`src/rtl/dsp_blkdma_pkg.sv`:
```
// Shared constants, state type and helpers for the block DMA controller.
// Assumes an 8-bit register offset space on the DSP register bus.
package dsp_blkdma_pkg;

    localparam logic [7:0] OFS_CTRL  = 8'hC8;
    localparam logic [7:0] OFS_LEN   = 8'hCB;
    localparam logic [7:0] OFS_MM_HI = 8'hCC;
    localparam logic [7:0] OFS_MM_LO = 8'hCD;
    localparam logic [7:0] OFS_DSP   = 8'hCE;

    typedef enum logic [1:0] {
        ST_IDLE  = 2'd0,
        ST_READ  = 2'd1,
        ST_WRITE = 2'd2
    } dma_state_t;

    // Exchange the two bytes of a 16-bit word.
    function automatic logic [15:0] swap16(input logic [15:0] w);
        return {w[7:0], w[15:8]};
    endfunction

endpackage

```
`src/rtl/dsp_blkdma_regs.sv`:
```
// Register file of the DMA controller: address, DSP pointer, mode and length.
// Produces the launch strobe when the length is written while idle.
// Assumes single-cycle register writes; reads are combinational.
module dsp_blkdma_regs
    import dsp_blkdma_pkg::*;
#(
    parameter int RW = 16
) (
    input  logic            clk,
    input  logic            rst_n,
    input  logic            reg_we,
    input  logic [7:0]      reg_addr,
    input  logic [RW-1:0]   reg_wdata,
    output logic [RW-1:0]   reg_rdata,
    input  logic            busy,
    input  logic            err,
    output logic [2*RW-1:0] mm_base,
    output logic [RW-1:0]   dsp_base,
    output logic [1:0]      mode,
    output logic            ctrl_bad,
    output logic [RW-1:0]   len_q,
    output logic            launch
);

    // Register writes; length only accepted while idle.
    always_ff @(posedge clk) begin
        if (!rst_n) begin
            mm_base  <= '0;
            dsp_base <= '0;
            mode     <= '0;
            ctrl_bad <= 1'b0;
            len_q    <= '0;
        end else if (reg_we) begin
            case (reg_addr)
                OFS_CTRL: begin
                    mode     <= reg_wdata[1:0];
                    ctrl_bad <= |reg_wdata[RW-1:2];
                end
                OFS_LEN:   if (!busy) len_q <= reg_wdata;
                OFS_MM_HI: mm_base[2*RW-1:RW] <= reg_wdata;
                OFS_MM_LO: mm_base[RW-1:0] <= reg_wdata;
                OFS_DSP:   dsp_base <= reg_wdata;
                default: ;
            endcase
        end
    end

    // Launch strobe: length write while no transfer runs.
    assign launch = reg_we && (reg_addr == OFS_LEN) && !busy;

    // Readback multiplexer.
    always_comb begin
        reg_rdata = '0;
        case (reg_addr)
            OFS_CTRL: begin
                reg_rdata[1:0] = mode;
                reg_rdata[2]   = busy;
                reg_rdata[3]   = err;
            end
            OFS_LEN:   reg_rdata = len_q;
            OFS_MM_HI: reg_rdata = mm_base[2*RW-1:RW];
            OFS_MM_LO: reg_rdata = mm_base[RW-1:0];
            OFS_DSP:   reg_rdata = dsp_base;
            default:   reg_rdata = '0;
        endcase
    end

endmodule

```
`src/rtl/dsp_blkdma_launch_chk.sv`:
```
// Combinational validation of a launch request and word-count derivation.
// Assumes the length being written is presented directly from the bus.
module dsp_blkdma_launch_chk #(
    parameter int              RW       = 16,
    parameter logic [RW-1:0]   MAX_LEN  = 16'h4000,
    parameter logic [2*RW-1:0] DM_LIMIT = 32'h01FF_FFFF
) (
    input  logic [1:0]      mode,
    input  logic            ctrl_bad,
    input  logic [2*RW-2:0] mm_low,
    input  logic [RW-1:0]   len,
    output logic            fault,
    output logic            noop,
    output logic [RW-1:0]   words
);

    logic [RW:0]     len_p1;
    logic [2*RW-1:0] mm_masked;
    logic            len_bad;
    logic            range_bad;

    // Word count rounds odd byte lengths up.
    always_comb begin
        len_p1    = {1'b0, len} + 1'b1;
        words     = RW'(len_p1 >> 1);
        mm_masked = {1'b0, mm_low};
        len_bad   = len > MAX_LEN;
        range_bad = !mode[1] && (mm_masked > DM_LIMIT);
        fault     = ctrl_bad || len_bad || range_bad;
        noop      = (mode == 2'd2) || (words == '0);
    end

endmodule

```
`src/rtl/dsp_blkdma_engine.sv`:
```
// Transfer engine: one read beat then one write beat per 16-bit word,
// with byte swapping. Assumes both memories return read data one cycle
// after the read strobe.
module dsp_blkdma_engine
    import dsp_blkdma_pkg::*;
#(
    parameter int RW    = 16,
    parameter int DM_AW = 8,
    parameter int IM_AW = 8,
    parameter int PW    = 8
) (
    input  logic            clk,
    input  logic            rst_n,
    input  logic            launch,
    input  logic            fault,
    input  logic            noop,
    input  logic [RW-1:0]   words,
    input  logic [1:0]      mode,
    input  logic [2*RW-1:0] mm_base,
    input  logic [PW-1:0]   dsp_base,
    output logic [2*RW-1:0] mm_addr,
    output logic            mm_re,
    output logic            mm_we,
    output logic [RW-1:0]   mm_wdata,
    input  logic [RW-1:0]   mm_rdata,
    output logic [DM_AW-1:0] dm_addr,
    output logic            dm_re,
    output logic            dm_we,
    output logic [RW-1:0]   dm_wdata,
    input  logic [RW-1:0]   dm_rdata,
    output logic [IM_AW-1:0] im_addr,
    output logic            im_we,
    output logic [RW-1:0]   im_wdata,
    output logic            busy,
    output logic            done,
    output logic            err
);

    dma_state_t      state;
    logic [RW-1:0]   rem;
    logic [2*RW-1:0] mm_ptr;
    logic [PW-1:0]   ptr;
    logic [1:0]      mode_q;

    // Sequencer: accept or refuse launch, then alternate read/write beats.
    always_ff @(posedge clk) begin
        if (!rst_n) begin
            state  <= ST_IDLE;
            rem    <= '0;
            mm_ptr <= '0;
            ptr    <= '0;
            mode_q <= '0;
            done   <= 1'b0;
            err    <= 1'b0;
        end else begin
            done <= 1'b0;
            case (state)
                ST_IDLE: begin
                    if (launch) begin
                        if (fault) begin
                            err <= 1'b1;
                        end else begin
                            err <= 1'b0;
                            if (noop) begin
                                done <= 1'b1;
                            end else begin
                                state  <= ST_READ;
                                rem    <= words;
                                mm_ptr <= mm_base;
                                ptr    <= dsp_base;
                                mode_q <= mode;
                            end
                        end
                    end
                end
                ST_READ: state <= ST_WRITE;
                ST_WRITE: begin
                    if (rem == RW'(1)) begin
                        state <= ST_IDLE;
                        done  <= 1'b1;
                    end else begin
                        rem    <= rem - 1'b1;
                        mm_ptr <= mm_ptr + 2'd2;
                        ptr    <= ptr + 1'b1;
                        state  <= ST_READ;
                    end
                end
                default: state <= ST_IDLE;
            endcase
        end
    end

    // Strobe and data steering from the latched mode.
    always_comb begin
        busy     = state != ST_IDLE;
        mm_re    = (state == ST_READ) && mode_q[0];
        dm_re    = (state == ST_READ) && !mode_q[0];
        mm_we    = (state == ST_WRITE) && !mode_q[0];
        dm_we    = (state == ST_WRITE) && mode_q[0] && !mode_q[1];
        im_we    = (state == ST_WRITE) && mode_q[0] && mode_q[1];
        mm_addr  = mm_ptr;
        dm_addr  = ptr[DM_AW-1:0];
        im_addr  = ptr[IM_AW-1:0];
        mm_wdata = swap16(dm_rdata);
        dm_wdata = swap16(mm_rdata);
        im_wdata = swap16(mm_rdata);
    end

endmodule

```
`src/rtl/dsp_blkdma.sv`:
```
// Top of the block DMA controller between main memory and the DSP's
// data and instruction memories. Assumes 16-bit registers and words.
module dsp_blkdma #(
    parameter int          RW       = 16,
    parameter int          DM_AW    = 8,
    parameter int          IM_AW    = 8,
    parameter logic [15:0] MAX_LEN  = 16'h4000,
    parameter logic [31:0] DM_LIMIT = 32'h01FF_FFFF
) (
    input  logic              clk,
    input  logic              rst_n,
    input  logic              reg_we,
    input  logic [7:0]        reg_addr,
    input  logic [RW-1:0]     reg_wdata,
    output logic [RW-1:0]     reg_rdata,
    output logic [2*RW-1:0]   mm_addr,
    output logic              mm_re,
    output logic              mm_we,
    output logic [RW-1:0]     mm_wdata,
    input  logic [RW-1:0]     mm_rdata,
    output logic [DM_AW-1:0]  dm_addr,
    output logic              dm_re,
    output logic              dm_we,
    output logic [RW-1:0]     dm_wdata,
    input  logic [RW-1:0]     dm_rdata,
    output logic [IM_AW-1:0]  im_addr,
    output logic              im_we,
    output logic [RW-1:0]     im_wdata,
    output logic              busy,
    output logic              done,
    output logic              err
);

    localparam int MAW = 2 * RW;
    localparam int PW  = (DM_AW > IM_AW) ? DM_AW : IM_AW;

    logic [MAW-1:0] mm_base;
    logic [RW-1:0]  dsp_base;
    logic [1:0]     mode;
    logic           ctrl_bad;
    logic [RW-1:0]  len_q;
    logic           launch;
    logic           fault;
    logic           noop;
    logic [RW-1:0]  words;

    dsp_blkdma_regs #(.RW(RW)) u_regs (
        .clk(clk), .rst_n(rst_n),
        .reg_we(reg_we), .reg_addr(reg_addr), .reg_wdata(reg_wdata),
        .reg_rdata(reg_rdata), .busy(busy), .err(err),
        .mm_base(mm_base), .dsp_base(dsp_base), .mode(mode),
        .ctrl_bad(ctrl_bad), .len_q(len_q), .launch(launch)
    );

    dsp_blkdma_launch_chk #(
        .RW(RW), .MAX_LEN(RW'(MAX_LEN)), .DM_LIMIT(MAW'(DM_LIMIT))
    ) u_chk_launch (
        .mode(mode), .ctrl_bad(ctrl_bad), .mm_low(mm_base[MAW-2:0]),
        .len(reg_wdata), .fault(fault), .noop(noop), .words(words)
    );

    dsp_blkdma_engine #(
        .RW(RW), .DM_AW(DM_AW), .IM_AW(IM_AW), .PW(PW)
    ) u_engine (
        .clk(clk), .rst_n(rst_n),
        .launch(launch), .fault(fault), .noop(noop), .words(words),
        .mode(mode), .mm_base(mm_base), .dsp_base(dsp_base[PW-1:0]),
        .mm_addr(mm_addr), .mm_re(mm_re), .mm_we(mm_we),
        .mm_wdata(mm_wdata), .mm_rdata(mm_rdata),
        .dm_addr(dm_addr), .dm_re(dm_re), .dm_we(dm_we),
        .dm_wdata(dm_wdata), .dm_rdata(dm_rdata),
        .im_addr(im_addr), .im_we(im_we), .im_wdata(im_wdata),
        .busy(busy), .done(done), .err(err)
    );

endmodule

```
`config.mk`:
```
export PLATFORM = sky130hd
export DESIGN_NAME = dsp_blkdma
export DESIGN_NICKNAME = d
export VERILOG_FILES = /design/src/rtl/dsp_blkdma_pkg.sv /design/src/rtl/dsp_blkdma_regs.sv /design/src/rtl/dsp_blkdma_launch_chk.sv /design/src/rtl/dsp_blkdma_engine.sv /design/src/rtl/dsp_blkdma.sv
export SDC_FILE = /design/constraint.sdc
export NUM_CORES = 1
export LEC_CHECK = 0
export BUFFER_PORTS_ARGS = -buffer_cell sky130_fd_sc_hd__buf_4
export CORE_MARGIN = 2
export CORE_UTILIZATION = 45
export DETAILED_ROUTE_END_ITERATION = 6
export GPL_TIMING_DRIVEN = 0
export PLACE_DENSITY = 0.68
export RECOVER_POWER = 50
export SETUP_SLACK_MARGIN = 0.3
export SYNTH_ARGS = -nofsm -noshare
export SYNTH_HDL_FRONTEND = slang
export SYNTH_SLANG_ARGS = --single-unit
```
`constraint.sdc`:
```
create_clock -name clk -period 2.8 [get_ports clk]
set_input_delay 0.14 -clock clk [delete_from_list [all_inputs] [get_ports clk]]
set_output_delay 0.14 -clock clk [all_outputs]
set_load 0.01 [all_outputs]
```
[Word level (Yosys, flattened, before mapping)]
Index checks and enable logic that the tools add are counted.
Word-level totals
  bits in registers: 129
  input port bits: 59
  output and inout port bits: 120
  logic and storage cells: 93
Operators by class
  add/subtract/negate cells: 4
  magnitude comparators: 2
  equal/unequal tests: 13
  muxes and demuxes: 28
  bitwise gates (word level): 3
  reductions and logical operators: 30
Operator list (number)
  $mux W32: 4
  $mux W16: 4
  $pmux W32 S2: 1
  $pmux W12 S4: 1
  $eq A8 B8 Y1 const B: 5
  $add A32 B2 Y32 const B: 1
  $mux W8: 4
  $pmux W16 S2: 1
  $gt A31 B25 Y1 const B: 1
  $pmux W4 S5: 1
  $add A16 B1 Y17 const B: 1
  $eq A16 B1 Y1 const B: 1
  $gt A16 B15 Y1 const B: 1
  $logic_not A16 Y1: 1
  $pmux W8 S2: 1
  $sub A16 B1 Y16 const B: 1
  $reduce_or A14 Y1: 1
  $reduce_and A2 Y1: 5
  $logic_and A1 B1 Y1: 9
  $add A8 B1 Y8 const B: 1
  $ne A2 B2 Y1 const B: 4
  $mux W1: 6
  $mux W2: 3
  $pmux W2 S3: 1
  other kinds (11): 21

[Depth between registers and ports, before layout]
  depth in word-level cells: 7
  gate-level depth with buffers: 13
  mapped depth without buffers: 9

[Hierarchy]
Synthesis repeated with hierarchy kept, for this count alone.
Unflattened totals
  cell total of the unflattened synthesis: 1003
  area, all modules: 8055.2 µm²
Modules (own cells, without submodules)
  dsp_blkdma_engine: times used 1, cells an instance 591, area an instance 4297.9 µm², seq. area each 1241.2 µm²
  dsp_blkdma_regs: times used 1, cells an instance 320, area an instance 3101.7 µm², seq. area each 1341.3 µm²
  dsp_blkdma_launch_chk: times used 1, cells an instance 92, area an instance 655.6 µm², seq. area each 0.0 µm²

[Least setup slack after synthesis]
OpenSTA, ideal clock, no wires.
  kind: reg-to-reg
  start: register u_engine.mm_ptr[1] (netlist: u_engine.mm_addr[1])
  end: register u_engine.mm_ptr[31] (netlist: u_engine.mm_addr[31])
  setup time: 0.092 ns
  data arrival time: 2.209 ns
  required time: 2.708 ns
  slack: 0.499 ns
  stages on the path, launching flop included: 10
  buffers on the path: 0
  clock period less this slack: 2.301 ns
  path through: dfxtp_1 > ha_1 > nand3_1 > nor2_1 > nand2_1 > nor3_1 > nand3_1 > nor4_1 > a21oi_1 > o32ai_1
On the way
  longest elaborated chain between the ends: 3
RTL lines
  start, declared: RTL line dsp_blkdma_engine.sv:41  | logic [2*RW-1:0] mm_ptr;
  start signal, assigned: RTL line dsp_blkdma_engine.sv:69  | mm_ptr <= mm_base;
  start signal, assigned: RTL line dsp_blkdma_engine.sv:83  | mm_ptr <= mm_ptr + 2'd2;
  $add A32 B2 Y32: RTL line dsp_blkdma_engine.sv:83
  $mux W32: RTL line dsp_blkdma_engine.sv:78  | if (rem == RW'(1)) begin
  $pmux W32 S2: RTL line dsp_blkdma_engine.sv:57  | case (state)
Every way passes these cells. The select of a mux whose other input is x is not followed.
A chain may end at the register's enable or synchronous reset.

[Worst setup path after layout]
  start: register u_engine.rem[1]
  end: register u_engine.rem[2]
On the way
  longest elaborated chain between the ends: 3
  elaborated cells between the ends (all ways): 6
  those cells by class: add/sub (1); eq/ne (2); mux (2); reduce/logical (1)
RTL lines
  start, declared: RTL line dsp_blkdma_engine.sv:40  | logic [RW-1:0] rem;
  start signal, assigned: RTL line dsp_blkdma_engine.sv:68  | rem <= words;
  start signal, assigned: RTL line dsp_blkdma_engine.sv:82  | rem <= rem - 1'b1;
  $sub A16 B1 Y16 / $eq A16 B1 Y1 (equally long branches): RTL line dsp_blkdma_engine.sv:82, dsp_blkdma_engine.sv:78
  $mux W16 / $ne A2 B2 Y1 (equally long branches)
  $pmux W16 S2 / $reduce_and A5 Y1 (equally long branches)
Parallel ways exist; a longest one is shown, timed or not. The select of a mux whose other input is x is not followed.

==> flow_metrics.tcl <==
set metrics [dict create \
    netlist_area_mm2 0.00742 \
    drt_iter0_drc 1484 \
    rsz0062_at_grt "true" \
    antenna_found_initial 0 \
    cp-end-kind "flop" \
    slowest_delay_ns 0.36 \
    synth-simple-area-share_pct 27.0 \
    p_leak_nw 3.24 \
    cp.arrival_ns 2.76 \
    final_max_slew_viol_count 0 \
    cts-root-buf "clkbuf_16" \
    crit_path_start_kind "flop" \
    power.switching_mw 1.09 \
    dp_hpwl_um 20400 \
    cp.depth 10 \
    die_x_um 132 \
    fmax_mhz 404 \
    synth_edf_count 0 \
    overflow 0 \
    remaining_drc_errors 0 \
    period_needed_ns 2.47 \
    ys_ff_latch 129 \
    n_antenna_cell 0 \
    mostFrequentLayoutCells "nand2_1, clkbuf_1, a21oi_1, dfxtp_1, buf_4" \
    ff2ff_path_depth 10 \
    ys_seq_area_share_pct 34.8 \
    synth_cell_types 54 \
    cp_max_fo 10 \
    maxSlewHeadroom_pct 45.9 \
    worst_path_most_repeated_cell "clkbuf_4" \
    core_area_mm2 0.0160 \
    cts-hold-fix-buffers 0 \
    cp_num_buf_inv 3 \
    grt_max_degree 17 \
    combPwrFrac_pct 7.1 \
    vias 8540 \
    routedWlPerCell_um 20.1 \
    clock_latency_ns 0.43 \
    ys_top_cells_by_area "dfxtp_1, nand2_1, a21oi_1, buf_4, a22oi_1" \
    cts.reportedPaths.clkPinSlew_ns 0.06 \
    r2r_end "u_engine.rem[2]" \
    synth_nets 1095 \
    routed_wl_um 28600 \
    synth_top_family_by_area "simple AND/OR/NAND/NOR gates" \
    drt-pass1-iter-count 6 \
    required_ns 3.09 \
    synth_compound_area_share_pct 23.9 \
    reg2reg_setup_slack_ns 0.33 \
    seqPwrFrac_pct 41.2 \
    avgSynthCellArea_um2 7.20 \
    internal_power_mw 3.38 \
    crit_end "u_engine.rem[2]" \
    grt_pass1_vias 7444 \
    synthMuxAreaShare_pct 0.405 \
    clkPwrFrac_pct 51.7 \
    finalPower_mw 4.47 \
    synth_top_area_cell "dfxtp_1" \
    layout-area-overhead-vs-synth_pct 23.5 \
    grt_usage_pct 31.6 \
    place.gp.congestion 0.947 \
    drive_gt1_share_pct 15.8 \
    port_buffers 140 \
    drt-vias-per-instance 6.01 \
    setup_violations 0 \
    slowest_stage "or3_4" \
    synthCells 1030 \
    finalHoldViolCount 0 \
    fp-row-count 46 \
    cts_buffer_depth 2 \
    die_area_mm2 0.0175 \
    clkSinkCount 129 \
    min_path_cells 3 \
    worstMarginPinSlew_ns 0.812 \
    numCtsBuffers 17 \
    async_reset_ff_share_pct 0 \
    cts_tree "built" \
    startpoint "u_engine.rem[1]" \
    drtAntennaViolNets 0 \
    cts_max_level 4 \
    min_path_type "primary input to flop" \
    grt_pass1_wl_um 43100 \
    io_pins 179 \
    synth_adder_area_share_pct 1.01 \
    clock_skew_ns 0.00518 \
    synth_top_area_share_pct 34.8 \
    yosysWarnings 0 \
    place_area_mm2 0.00874 \
    die_y_um 132 \
    initial_core_util_pct 46.4 \
    crit_type "flop to flop" \
    p_per_area_mw_per_mm2 488 \
    final_common_cell "nand2_1" \
    status "finished clean" \
    synthFlopType "dfxtp_1" \
    critPathTopFamily "simple AND/OR/NAND/NOR gates" \
    path_cells "inv_1 > ha_1 > nor4bb_1 > and4_4 > or3_4 > o21bai_1 > clkbuf_4 > clkbuf_4 > o211ai_1 > o31ai_2" \
    ir_drop_v 0.000430 \
    final_nets 1256 \
    synth_xor_area_share_pct 1.65 \
    cap_violations 0 \
    stdcell_area_mm2 0.00916 \
    r2r_start "u_engine.rem[1]" \
    period_share_pct 88.3 \
    swShare_pct 24.3 \
]
[what timing repair did]
action                                 in CTS  in global routing
setup endpoints to repair                  68                 70
pin swaps                                   0                  2
endpoints found under the hold margin       0                  0
resized for setup                          17                 36
setup buffers                               0                  1
[worst min-delay path by stage]
stage | start | to | slack [ns]
global placement | u_regs.len_q[3] | u_regs.len_q[3] | 0.44
CTS | reg_wdata[5] | u_regs.len_q[5] | 0.03
detailed placement | u_regs.len_q[2] | u_regs.len_q[2] | 0.45
finish | reg_wdata[5] | u_regs.len_q[5] | 0.04
global route | reg_wdata[10] | u_regs.mm_base[10] | 0.04
floorplan | mm_rdata[8] | dm_wdata[0] | 0.37
[layout make-up]
| class | instances | area, µm² |
|---|---|---|
| plain buffers | 138 | 820 |
| clock buffers | 20 | 447 |
| clock inverters | 12 | 159 |
| fillers | 1621 | 6840 |
| inverters | 13 | 48.8 |
| multi-input cells | 750 | 4120 |
| flip-flops and latches | 129 | 2580 |
| well taps | 216 | 270 |
| repair buffers | 142 | 713 |
[worst register-to-register path, stage by stage (launching register included)]
cell and delay, ns:
dfxtp_2 0.35, inv_1 0.07, ha_1 0.20, nor4bb_1 0.14, and4_4 0.21, or3_4 0.36
o21bai_1 0.18, clkbuf_4 0.18, clkbuf_4 0.22, o211ai_1 0.29, o31ai_2 0.12
[stage by stage]
| stage | hold slack (ns) | TNS [ns] | worst slack, ns | utilization (%) | cells |
|---|---|---|---|---|---|
| 2_1_floorplan | 0.372 | 0 | 0.499 | - | 1030 |
| 3_3_place_gp | 0.442 | -2.73 | -0.142 | 54.6 | 1386 |
| 3_5_place_dp | 0.447 | -2.94 | -0.154 | 54.6 | 1386 |
| 4_1_cts | 0.0329 | 0 | 0.312 | 58.8 | 1418 |
| 5_1_grt | 0.0444 | 0 | 0.217 | 57.2 | 1420 |
| 6_report | 0.0352 | 0 | 0.327 | 57.2 | 1420 |
[sequential cells by signal, indices dropped and copies added, names as in the netlist, 2 cells and up]
signal and count:
u_regs.len_q 16, u_regs.mm_base 32, u_engine.mode_q 2, u_engine.rem 16, u_engine.mm_addr 32, u_regs.dsp_base 16, u_engine.state 2, u_engine.dm_addr 8
u_regs.mode 2
[power by group through the flow]
stage                     logic, mW  clock network, mW  registers, mW
final                         0.317               2.31           1.84
after global routing          0.332               2.41           1.84
after CTS                     0.335               2.30           1.84
after detailed placement      0.333                  0           1.88
after global placement        0.333                  0           1.88
after floorplan               0.184                  0           1.88
[per-layer routing]
metal | share of wire, % | up-vias | GRT usage (%)
li1 | - | 3931 | -
met3 | 13 | 76 | 8.50
met2 | 42 | 612 | 46.7
met1 | 41 | 3921 | 43.6
met5 | 0 | - | 0
met4 | 3.7 | 0 | 12.2
[kinds of logic (layout without fill, tap and decap cells)]
family | after synthesis | count (layout)
buffers and inverters | 151 | 325
DFF | 129 | 129
muxes | 3 | 3
xor gates and xnor gates | 14 | 14
AOI/OAI and AO/OA | 287 | 287
and+or+nand+nor | 440 | 440
adders and majority gates | 6 | 6
[cell usage after synthesis, types with 6 or more instances]
master / n
nand2_1: 232
a21oi_1: 146
dfxtp_1: 129
buf_4: 61
clkbuf_1: 61
nor2_1: 56
nor3_1: 43
a22oi_1: 34
nand3_1: 34
o21ai_0: 23
o32ai_1: 22
o31ai_1: 16
nor4_1: 15
inv_1: 12
nand4_1: 12
buf_2: 10
o211ai_1: 10
o22ai_1: 10
and3_1: 8
nor3b_1: 7
or3_1: 7
xnor2_1: 7
xor2_1: 7
a211o_1: 6
ha_1: 6
(Power assumes the default switching activity.)
